==> src/rtl/a429_bv_pkg.sv <==
package a429_bv_pkg;
  typedef enum logic [1:0] {
    LVL_ONE  = 2'd0,
    LVL_ZERO = 2'd1,
    LVL_NULL = 2'd2
  } lvl_e;
  localparam int unsigned NUM_LVL = 3;
endpackage

==> src/rtl/a429_bv_tick_gen.sv <==
module a429_bv_tick_gen #(
  parameter int unsigned LS_DIV = 8
) (
  input  logic clk_i,
  input  logic rst_ni,
  input  logic low_speed_i,
  output logic tick_o
);
  localparam int unsigned DW = (LS_DIV > 1) ? $clog2(LS_DIV) : 1;
  localparam logic [DW-1:0] DIV_LAST = DW'(LS_DIV - 1);

  logic [DW-1:0] div_q;

  always_ff @(posedge clk_i or negedge rst_ni) begin
    if (!rst_ni)               div_q <= '0;
    else if (div_q == DIV_LAST) div_q <= '0;
    else                       div_q <= div_q + DW'(1);
  end

  assign tick_o = !low_speed_i || (div_q == DIV_LAST);
endmodule

==> src/rtl/a429_bv_sampler.sv <==
module a429_bv_sampler
  import a429_bv_pkg::*;
#(
  parameter int unsigned DEPTH = 10,
  parameter int unsigned RUN   = 3
) (
  input  logic clk_i,
  input  logic rst_ni,
  input  logic tick_i,
  input  logic one_i,
  input  logic zero_i,
  output logic hit_o,
  output logic hit_val_o
);
  logic [NUM_LVL-1:0]            lvl_in;
  logic [NUM_LVL-1:0][DEPTH-1:0] hist_q, hist_nxt;
  logic [NUM_LVL-1:0]            run_old, run_new;

  // an illegal sample (both flags) shifts 0 into every register
  assign lvl_in[LVL_ONE]  = one_i & ~zero_i;
  assign lvl_in[LVL_ZERO] = zero_i & ~one_i;
  assign lvl_in[LVL_NULL] = ~one_i & ~zero_i;

  for (genvar s = 0; s < NUM_LVL; s++) begin : g_lvl
    assign hist_nxt[s] = {hist_q[s][DEPTH-2:0], lvl_in[s]};
    assign run_old[s]  = &hist_nxt[s][DEPTH-1 -: RUN];
    assign run_new[s]  = &hist_nxt[s][RUN-1:0];

    always_ff @(posedge clk_i or negedge rst_ni) begin
      if (!rst_ni)     hist_q[s] <= '0;
      else if (tick_i) hist_q[s] <= hit_o ? '0 : hist_nxt[s];
    end
  end

  logic hit_one, hit_zero;
  assign hit_one   = run_old[LVL_ONE]  & run_new[LVL_NULL];
  assign hit_zero  = run_old[LVL_ZERO] & run_new[LVL_NULL];
  assign hit_o     = tick_i & (hit_one | hit_zero);
  assign hit_val_o = hit_one;
endmodule

==> src/rtl/a429_bv_spacing.sv <==
module a429_bv_spacing #(
  parameter int unsigned MIN_SP   = 8,
  parameter int unsigned MAX_SP   = 12,
  parameter int unsigned WORD_GAP = 30
) (
  input  logic clk_i,
  input  logic rst_ni,
  input  logic tick_i,
  input  logic hit_i,
  input  logic chk_en_i,
  output logic viol_o
);
  localparam int unsigned CW = $clog2(WORD_GAP + 1);
  localparam logic [CW-1:0] GAP_C = CW'(WORD_GAP);
  localparam logic [CW-1:0] MIN_C = CW'(MIN_SP);
  localparam logic [CW-1:0] MAX_C = CW'(MAX_SP);

  // saturated count means "no reference bit": first bit of a word
  logic [CW-1:0] cnt_q, cnt_nxt;

  assign cnt_nxt = (cnt_q == GAP_C) ? GAP_C : cnt_q + CW'(1);
  assign viol_o  = hit_i && chk_en_i && (cnt_nxt < GAP_C) &&
                   ((cnt_nxt < MIN_C) || (cnt_nxt > MAX_C));

  always_ff @(posedge clk_i or negedge rst_ni) begin
    if (!rst_ni)     cnt_q <= GAP_C;
    else if (tick_i) begin
      if (hit_i) cnt_q <= viol_o ? GAP_C : '0;
      else       cnt_q <= cnt_nxt;
    end
  end
endmodule

==> src/rtl/a429_bit_validator.sv <==
module a429_bit_validator #(
  parameter int unsigned DEPTH    = 10,
  parameter int unsigned RUN      = 3,
  parameter int unsigned LS_DIV   = 8,
  parameter int unsigned MIN_SP   = 8,
  parameter int unsigned MAX_SP   = 12,
  parameter int unsigned WORD_GAP = 30
) (
  input  logic clk_i,
  input  logic rst_ni,
  input  logic one_i,
  input  logic zero_i,
  input  logic low_speed_i,
  input  logic freq_chk_en_i,
  output logic bit_valid_o,
  output logic bit_value_o,
  output logic err_o
);
  logic smp_tick, hit, hit_val, viol, illegal;

  a429_bv_tick_gen #(.LS_DIV(LS_DIV)) u_tick (
    .clk_i(clk_i), .rst_ni(rst_ni), .low_speed_i(low_speed_i), .tick_o(smp_tick)
  );

  a429_bv_sampler #(.DEPTH(DEPTH), .RUN(RUN)) u_smp (
    .clk_i(clk_i), .rst_ni(rst_ni), .tick_i(smp_tick),
    .one_i(one_i), .zero_i(zero_i), .hit_o(hit), .hit_val_o(hit_val)
  );

  a429_bv_spacing #(.MIN_SP(MIN_SP), .MAX_SP(MAX_SP), .WORD_GAP(WORD_GAP)) u_sp (
    .clk_i(clk_i), .rst_ni(rst_ni), .tick_i(smp_tick),
    .hit_i(hit), .chk_en_i(freq_chk_en_i), .viol_o(viol)
  );

  assign illegal = smp_tick & one_i & zero_i;

  always_ff @(posedge clk_i or negedge rst_ni) begin
    if (!rst_ni) begin
      bit_valid_o <= 1'b0;
      bit_value_o <= 1'b0;
      err_o       <= 1'b0;
    end else begin
      bit_valid_o <= hit & ~viol;
      err_o       <= illegal | (hit & viol);
      if (hit && !viol) bit_value_o <= hit_val;
    end
  end
endmodule

==> config.mk <==
export PLATFORM = sky130hd
export DESIGN_NAME = a429_bit_validator
export DESIGN_NICKNAME = d
export VERILOG_FILES = /design/src/rtl/a429_bv_pkg.sv /design/src/rtl/a429_bv_tick_gen.sv /design/src/rtl/a429_bv_sampler.sv /design/src/rtl/a429_bv_spacing.sv /design/src/rtl/a429_bit_validator.sv
export SDC_FILE = /design/constraint.sdc
export NUM_CORES = 1
export LEC_CHECK = 0
export ABC_AREA = 0
export ABC_CLOCK_PERIOD_IN_PS = 2100
export CORE_UTILIZATION = 36
export DETAILED_ROUTE_END_ITERATION = 10
export PLACE_DENSITY = 0.62
export SLEW_MARGIN = 20
export SYNTH_ARGS = -nofsm -noshare
export SYNTH_HDL_FRONTEND = slang
export SYNTH_SLANG_ARGS = --single-unit
==> constraint.sdc <==
create_clock -name clk_i -period 2.1 [get_ports clk_i]
set_input_delay 0.21 -clock clk_i [delete_from_list [all_inputs] [get_ports clk_i]]
set_output_delay 0.21 -clock clk_i [all_outputs]
set_load 0.03 [all_outputs]
Word-level counts from Yosys, hierarchy flattened
Index checks and enable logic that the tools add are counted.
Operators by class
  add/subtract/negate cells: 2
  order comparisons: 3
  eq/ne operators: 2
  multiplexer cells: 7
  bitwise operators: 15
  reduce and logical (&&, ||, !) cells: 11
Operator list (count)
  $mux 9: 2
  $mux 5: 3
  $and 1x1->1: 10
  $reduce_and 3->1: 3
  $add 5x1->5 const B: 1
  $eq 5x5->1 const B: 1
  $gt 5x4->1 const B: 1
  $lt 5x4->1 const B: 1
  $lt 5x5->1 const B: 1
  $logic_and 1x1->1: 4
  $add 3x1->3 const B: 1
  $eq 3x3->1 const B: 1
  $mux 3: 1
  $not 1->1: 3
  $logic_not 1->1: 2
  $logic_or 1x1->1: 2
  $mux 2: 1
  $or 1x1->1: 2
Word-level totals
  register bits: 31
  bits of input ports: 6
  logic and storage cells: 48

Longest topological paths before layout
Gate-level depths: netlist of run 1.
  depth in word-level cells: 11
  depth in mapped cells: 8
  gate-level depth less buffers: 7

Modules after synthesis
Synthesis of run 1 repeated with hierarchy kept, for this count alone.
Second synthesis, totals
  cells, all modules: 149
  area, all modules: 1541.5 um^2
Modules (own cells, without submodules)
  a429_bv_sampler: times used 1, cells each 92, area each 879.6 um^2, seq. area each 500.5 um^2
  a429_bv_spacing: times used 1, cells each 44, area each 437.9 um^2, seq. area each 130.1 um^2
  a429_bit_validator: times used 1, cells each 6, area each 113.9 um^2, seq. area each 75.1 um^2
  a429_bv_tick_gen: times used 1, cells each 7, area each 110.1 um^2, seq. area each 75.1 um^2

Worst setup path before layout of run 1
OpenSTA, ideal clock, no wires.
  kind: register -> register
  start: reg u_sp.cnt_q[1]
  end: reg bit_value_o
  arrival: 1.810 ns
  data required time: 1.972 ns
  slack: 0.163 ns
  stages on the path, launching flop included: 7
  path buffers: 0
  clock period less this slack: 1.937 ns
  path through: dfstp_2 > ha_1 > nand2_2 > a2111oi_4 > a31oi_2 > a21boi_2 > mux2_1
On the way
  longest elaborated chain between the ends: 7
  elaborated cells between the ends (all ways): 11
  those cells by class: add/sub (1); order compare (3); eq/ne (1); mux (1); reduce/logical (5)
Ends and longest elaborated chain
  from (decl): line a429_bv_spacing.sv:19  | logic [CW-1:0] cnt_q, cnt_nxt;
  from (signal assigned): line a429_bv_spacing.sv:28  | if (hit_i) cnt_q <= viol_o ? GAP_C : '0;
  from (signal assigned): line a429_bv_spacing.sv:29  | else cnt_q <= cnt_nxt;
  $add 5x1->5 / $eq 5x5->1 (equally long branches): line a429_bv_spacing.sv:21  | assign cnt_nxt = (cnt_q == GAP_C) ? GAP_C : cnt_q + CW'(1);
  $mux 5 (*): line a429_bv_spacing.sv:21
  $lt 5x5->1 (tied with other cells): line a429_bv_spacing.sv:22  | assign viol_o = hit_i && chk_en_i && (cnt_nxt < GAP_C) &&
  $logic_and 1x1->1 / $logic_or 1x1->1 (equally long branches): line a429_bv_spacing.sv:22, a429_bv_spacing.sv:23
  $logic_and 1x1->1 (*): line a429_bv_spacing.sv:22
  $logic_not 1->1 (*): line a429_bit_validator.sv:45  | if (hit && !viol) bit_value_o <= hit_val;
  $logic_and 1x1->1 (*): line a429_bit_validator.sv:45
  to (signal assigned): line a429_bit_validator.sv:45
  to (decl): line a429_bit_validator.sv:16  | output logic bit_value_o,
Mark *: on every way between the ends. The rest lies on a longest branch, timed or not.
A chain may end at the register's enable or synchronous reset.

Worst setup path after layout of run 1
Same ends and word-level chain as after synthesis.

==> results of run 1 <==
flip-flops by register name, indices dropped and copies added (netlist names):
signal and cells:
u_tick.div_q 3, bit_value_o 1, bit_valid_o 1, err_o 1, u_smp.hist_nxt 20, u_sp.cnt_q 5
per-stage QoR:
stage | hold slack [ns] | instance area [um^2] | utilization (%)
final | 0.319 | 1650 | 44.9
after global routing | 0.361 | 1650 | 44.9
after CTS | 0.329 | 1610 | 44.1
after detailed placement | 0.422 | 1510 | 41.3
after global placement | 0.414 | 1510 | 41.3
after floorplan | -0.0856 | 1370 | -
cell families (layout without fill, tap and decap cells):
| kind of cell | after synthesis | after routing | share of synthesized area [%] |
|---|---|---|---|
| compound gates | 35 | 35 | 21.7 |
| xor+xnor | 1 | 1 | 0.639 |
| fa+ha+maj | 4 | 4 | 3.65 |
| buf+inv | 10 | 25 | 3.47 |
| flops | 31 | 31 | 56.9 |
| mux | 1 | 1 | 0.821 |
| simple gates | 33 | 33 | 12.8 |
layout make-up:
class                   count  area, um^2
clock buffers               8         100
fillers                   357        2020
inverters                   3        11.3
multi-input cells          74         568
flip-flops and latches     31         781
well taps                  48        60.1
repair buffers             14         125
power breakdown:
part	switching, W	internal [W]	leakage, nW	total [W]
Sequential	0.000110	0.000716	0.397	0.000826
Combinational	0.000226	0.000231	0.284	0.000456
Clock	0.000201	0.000299	0.0515	0.000500
Total	0.000536	0.00125	0.733	0.00178
per-layer routing:
metal	up-vias	global-route usage [%]	routed length, um	share of wire [%]
met3	4	4.17	95	3.9
met2	18	22.1	1160	47
met1	451	18.1	1160	47
li1	445	-	-	-
met4	0	7.10	29	1.2
met5	-	0	0	0
how the worst max path moves through the flow:
stage,slack [ns],endpoint,start,cells after the start
after floorplan,0.16,bit_value_o$_DFFE_PN0P_,u_sp.cnt_q[1]$_DFFE_PN1P_,6
after global placement,0.11,bit_value_o$_DFFE_PN0P_,u_sp.cnt_q[1]$_DFFE_PN1P_,6
after detailed placement,0.04,bit_value_o$_DFFE_PN0P_,u_sp.cnt_q[1]$_DFFE_PN1P_,6
after global routing,0.02,bit_value_o$_DFFE_PN0P_,u_sp.cnt_q[1]$_DFFE_PN1P_,6
after CTS,0.03,bit_value_o$_DFFE_PN0P_,u_sp.cnt_q[1]$_DFFE_PN1P_,6
final,0.11,bit_value_o$_DFFE_PN0P_,u_sp.cnt_q[1]$_DFFE_PN1P_,6
synth_stat cells (all sizes together), types with 2 or more instances:
cell type and instances:
dfrtp 27, a22o 17, nand2 9, nand3 9, nor2 5, clkbuf 4
dfstp 4, ha 4, a21oi 3, a31oi 3, buf 3, inv 3
nand2b 3, o21ai 3, and2 2, nor2b 2
what timing repair did:
item	CTS	global route
gates resized for setup	0	4
hold endpoints to repair	0	0
buffers inserted	0	1
setup endpoints to repair	0	1
==> flow_summary.json, run 1 <==
{
  "status": "completed",
  "drc": 0,
  "yosysTopAreaCell": "dfrtp_1",
  "grtUsageTotal_pct": 14.3,
  "final_cell_mix": "dfrtp_1, a22o_1, nand3_1",
  "path_max_fanout": 5,
  "die_x_um": 63.7,
  "p_leak_nw": 0.733,
  "grt_pass1_vias": 953,
  "hold_violations": 0,
  "portBuffers": 8,
  "vias": 918,
  "worst_ep_arrival_time_ns": 2.14,
  "dr.pass1.iters": 4,
  "core_um2": 3660,
  "syn_area_per_cell_um2": 11.9,
  "crit_family": "compound AO/OA/AOI/OAI gates",
  "clock_skew_ns": 0.00220,
  "r2r_end": "bit_value_o$_DFFE_PN0P_",
  "dp_cells": 169,
  "syn_nets": 125,
  "netlist_instances": 115,
  "endpoint_kind": "register",
  "clk_latency_ns": 0.27,
  "layout_commonest_cell": "dfrtp_1",
  "crit_path_cell_trace": "ha_4, nand2_2, a2111oi_4, a31oi_2, a21boi_2, mux2_1",
  "synth_edf_count": 0,
  "critPathSlowestCell": "dfstp_2",
  "slew_viol_final": 0,
  "initial_core_util_pct": 37.5,
  "drt_iter0_drc": 65,
  "postCtsHoldBufs": 0,
  "drive_gt1_share_pct": 20.0,
  "slew_headroom_pct": 58.2,
  "setup_viol": 0,
  "grt_antenna_before_repair": 0,
  "wl_mm": 2.45,
  "grt_overflow": 0,
  "crit_required_ns": 2.26,
  "synthArstFlopShare_pct": 100,
  "yosysSeqAreaShare_pct": 56.9,
  "num_io_pins": 9,
  "yosys_warnings": 0,
  "syn2layout_area_growth_pct": 20.0,
  "cts_tree": "done",
  "netlist_area_um2": 1370,
  "tns_ns": 0,
  "nNetsFinal": 139,
  "yosys_register_bits": 31,
  "hold_class": "input port to asynchronous set/reset pin",
  "rsz0062_at_grt": "false",
  "cap_violations": 0,
  "numCtsBuffers": 5,
  "hpwl_mm": 1.71,
  "powerDensity_nw_per_um2": 1080,
  "cts.clk_slew.worst_paths_ns": 0.06,
  "antenna_cells": 0,
  "startpoint_type": "register",
  "cts_max_level": 2,
  "ys_top_cells_by_area": "dfrtp_1, a22o_1, dfstp_2, ha_1, nand3_1",
  "finalNonFillerCells": 178,
  "ys.flop_type": "dfrtp_1",
  "grt_max_degree": 32,
  "clock_path_buffers": 2,
  "crit_buf_inv": 0,
  "p_total_w": 0.00178,
  "placementRows": 22,
  "clkSinkCount": 31,
  "detail_route.wl_per_cell_um": 13.7,
  "synth_top_area_share_pct": 49.3,
  "grt_pass1_wl_mm": 4.33,
  "max_freq_mhz": 503,
  "reg2reg_slack_ns": 0.11,
  "synth_cell_types": 34,
  "via_per_inst": 5.16,
  "critPathMaxStageDelay_ns": 0.59,
  "r2r.worst_path.cells": 6,
  "worstReg2RegStart": "u_sp.cnt_q[1]$_DFFE_PN1P_",
  "irDropWorstVdd_mv": 0.467,
  "die_h_um": 63.7,
  "crit_type": "register to register",
  "post-route-period-util_pct": 94.6,
  "gp_congestion": 0.818,
  "antenna_left": 0,
  "cts-root-buf": "clkbuf_8",
  "period_minus_slack_ns": 1.99,
  "worst_slack_ns": 0.113,
  "worstMarginPinSlew_ns": 0.627,
  "dpl_worst_slack_ns": 0.0441,
  "die-area_um2": 4060
}
Power figures use the tool's default switching activity.
==> inputs of run 2 (changes only) <==
ABC_CLOCK_PERIOD_IN_PS = 1940   (was 2100)
clock period = 1.94 ns   (was 2.1 ns; I/O delays follow)
==> flow_summary.json, run 2 (same netlist as run 1, synthesis figures left out) <==
{
  "hold_violations": 0,
  "endpoint_kind": "register",
  "cap_violations": 0,
  "rsz0062_at_grt": "true",
  "clk_latency_ns": 0.28,
  "crit_required_ns": 2.10,
  "grt_antenna_before_repair": 0,
  "setup_viol": 0,
  "postLayoutCoreUtil_pct": 46.9,
  "r2r.worst_path.cells": 6,
  "hpwl_mm": 1.74,
  "seqPwrFrac_pct": 44.5,
  "startpoint_type": "register",
  "cts-root-buf": "clkbuf_8",
  "worstReg2RegStart": "u_sp.cnt_q[1]$_DFFE_PN1P_",
  "hold_class": "input port to asynchronous set/reset pin",
  "gp_congestion": 0.797,
  "layout_commonest_cell": "dfrtp_1",
  "largest_reg_flops": 20,
  "final_cell_mix": "dfrtp_1, a22o_1, buf_4",
  "intPower_w": 0.00141,
  "p_sw_share_pct": 30.4,
  "grt_max_degree": 32,
  "clkSinkCount": 31,
  "antenna_left": 0,
  "antenna_cells": 0,
  "status": "completed",
  "grtUsageTotal_pct": 14.9,
  "cts_max_level": 2,
  "nNetsFinal": 149,
  "numCtsBuffers": 5,
  "post-route-period-util_pct": 99.4,
  "crit_type": "register to register",
  "worst_hold_slack_ns": 0.293,
  "wl_mm": 2.57,
  "drc": 0,
  "drive_gt1_share_pct": 28.1,
  "max_freq_mhz": 518,
  "clock_skew_ns": 0.00144,
  "crit_buf_inv": 0,
  "p_total_w": 0.00202,
  "p_leak_nw": 0.775,
  "die_h_um": 63.7,
  "grt_overflow": 0,
  "cts_tree": "done",
  "clock_path_buffers": 2,
  "powerDensity_nw_per_um2": 1180,
  "via_per_inst": 5.16,
  "clkPwrFrac_pct": 24.5,
  "r2r_end": "bit_value_o$_DFFE_PN0P_",
  "crit_start": "u_sp.cnt_q[1]$_DFFE_PN1P_",
  "crit_family": "compound AO/OA/AOI/OAI gates",
  "worstMarginPinSlew_ns": 0.633,
  "vias": 964,
  "combinationalPowerShare_pct": 31.0,
  "worst_ep_arrival_time_ns": 2.09,
  "core_um2": 3660,
  "dr.pass1.iters": 4,
  "grt_pass1_vias": 991,
  "slew_headroom_pct": 57.8,
  "syn2layout_area_growth_pct": 25.2,
  "period_minus_slack_ns": 1.93,
  "placementRows": 22,
  "crit_path_cell_trace": "ha_4, and2_4, a21oi_1, a211o_1, a21boi_2, mux2_4",
  "cts.clk_slew.worst_paths_ns": 0.06,
  "initial_core_util_pct": 37.5,
  "netSwitchingPower_w": 0.000615,
  "critPathMaxStageDelay_ns": 0.59,
  "grt_pass1_wl_mm": 4.46,
  "irDropWorstVdd_mv": 0.536,
  "critPathSlowestCell": "dfstp_2",
  "reg2reg_slack_ns": 0.01,
  "detail_route.wl_per_cell_um": 13.8,
  "drt_iter0_drc": 52,
  "slew_viol_final": 0,
  "portBuffers": 8,
  "die-area_um2": 4060,
  "num_io_pins": 9,
  "path_max_fanout": 3,
  "die_x_um": 63.7
}
-- run 2: cell count changes in the layout (fill, tap and decap cells not counted), sizes merged --
| cell | before | now |
|---|---|---|
| clkinv | 0 | 1 |
| clkbuf | 8 | 6 |
| buf | 6 | 16 |
-- run 2: power by group through the flow --
stage / Clock (W) / Sequential (W) / Combinational [W]
4_1_cts: 0.000521 / 0.000897 / 0.000606
3_5_place_dp: 0 / 0.000893 / 0.000517
3_3_place_gp: 0 / 0.000882 / 0.000501
5_1_grt: 0.000550 / 0.000910 / 0.000696
6_report: 0.000496 / 0.000899 / 0.000627
2_1_floorplan: 0 / 0.000848 / 0.000401
-- run 2: how the worst max path moves through the flow --
stage,to,cells after the start
after floorplan,bit_value_o$_DFFE_PN0P_,6
after global placement,bit_value_o$_DFFE_PN0P_,8
after detailed placement,bit_value_o$_DFFE_PN0P_,8
after CTS,bit_value_o$_DFFE_PN0P_,6
after global routing,bit_value_o$_DFFE_PN0P_,6
final,bit_value_o$_DFFE_PN0P_,6
-- run 2: layout make-up --
type                            count  area (um^2)
Timing Repair Buffer               24          204
Fill cell                         341         1940
Inverter                            3         11.3
Multi-Input combinational cell     74          572
Clock buffer                        6         82.6
Tap cell                           48         60.1
Sequential cell                    31          782
Clock inverter                      1         5.00
-- run 2: metal layers --
| layer | up-vias | global-route usage (%) | share of wire, % |
|---|---|---|---|
| met4 | 0 | 8.52 | 2.1 |
| met2 | 13 | 23.0 | 49 |
| li1 | 463 | - | - |
| met1 | 483 | 18.3 | 45 |
| met3 | 5 | 4.53 | 3.1 |
| met5 | - | 0 | 0 |
-- run 2: stage by stage --
stage	setup TNS [ns]	cell area, um^2	std cells	setup slack, ns
floorplan	0	1370	115	0.00264
finish	0	1720	187	0.0107
CTS	-0.00140	1710	186	-0.00140
global route	-0.0849	1720	187	-0.0625
global placement	-0.0277	1560	175	-0.0277
detailed placement	-0.0930	1560	175	-0.0930
-- run 2: what timing repair did --
item,4_1_cts,5_1_grt
endpoints found under the setup margin,1,2
cloned,0,0
hold buffers,0,0
pin swaps,7,3
gates resized for setup,7,1
setup buffers,4,1
-- run 2: worst reg2reg max path, cell delays in order (launching register included) --
cell and delay, ns:
dfstp_2 0.59, ha_4 0.16, and2_4 0.16, a21oi_1 0.08, a211o_1 0.34, a21boi_2 0.18
mux2_4 0.31
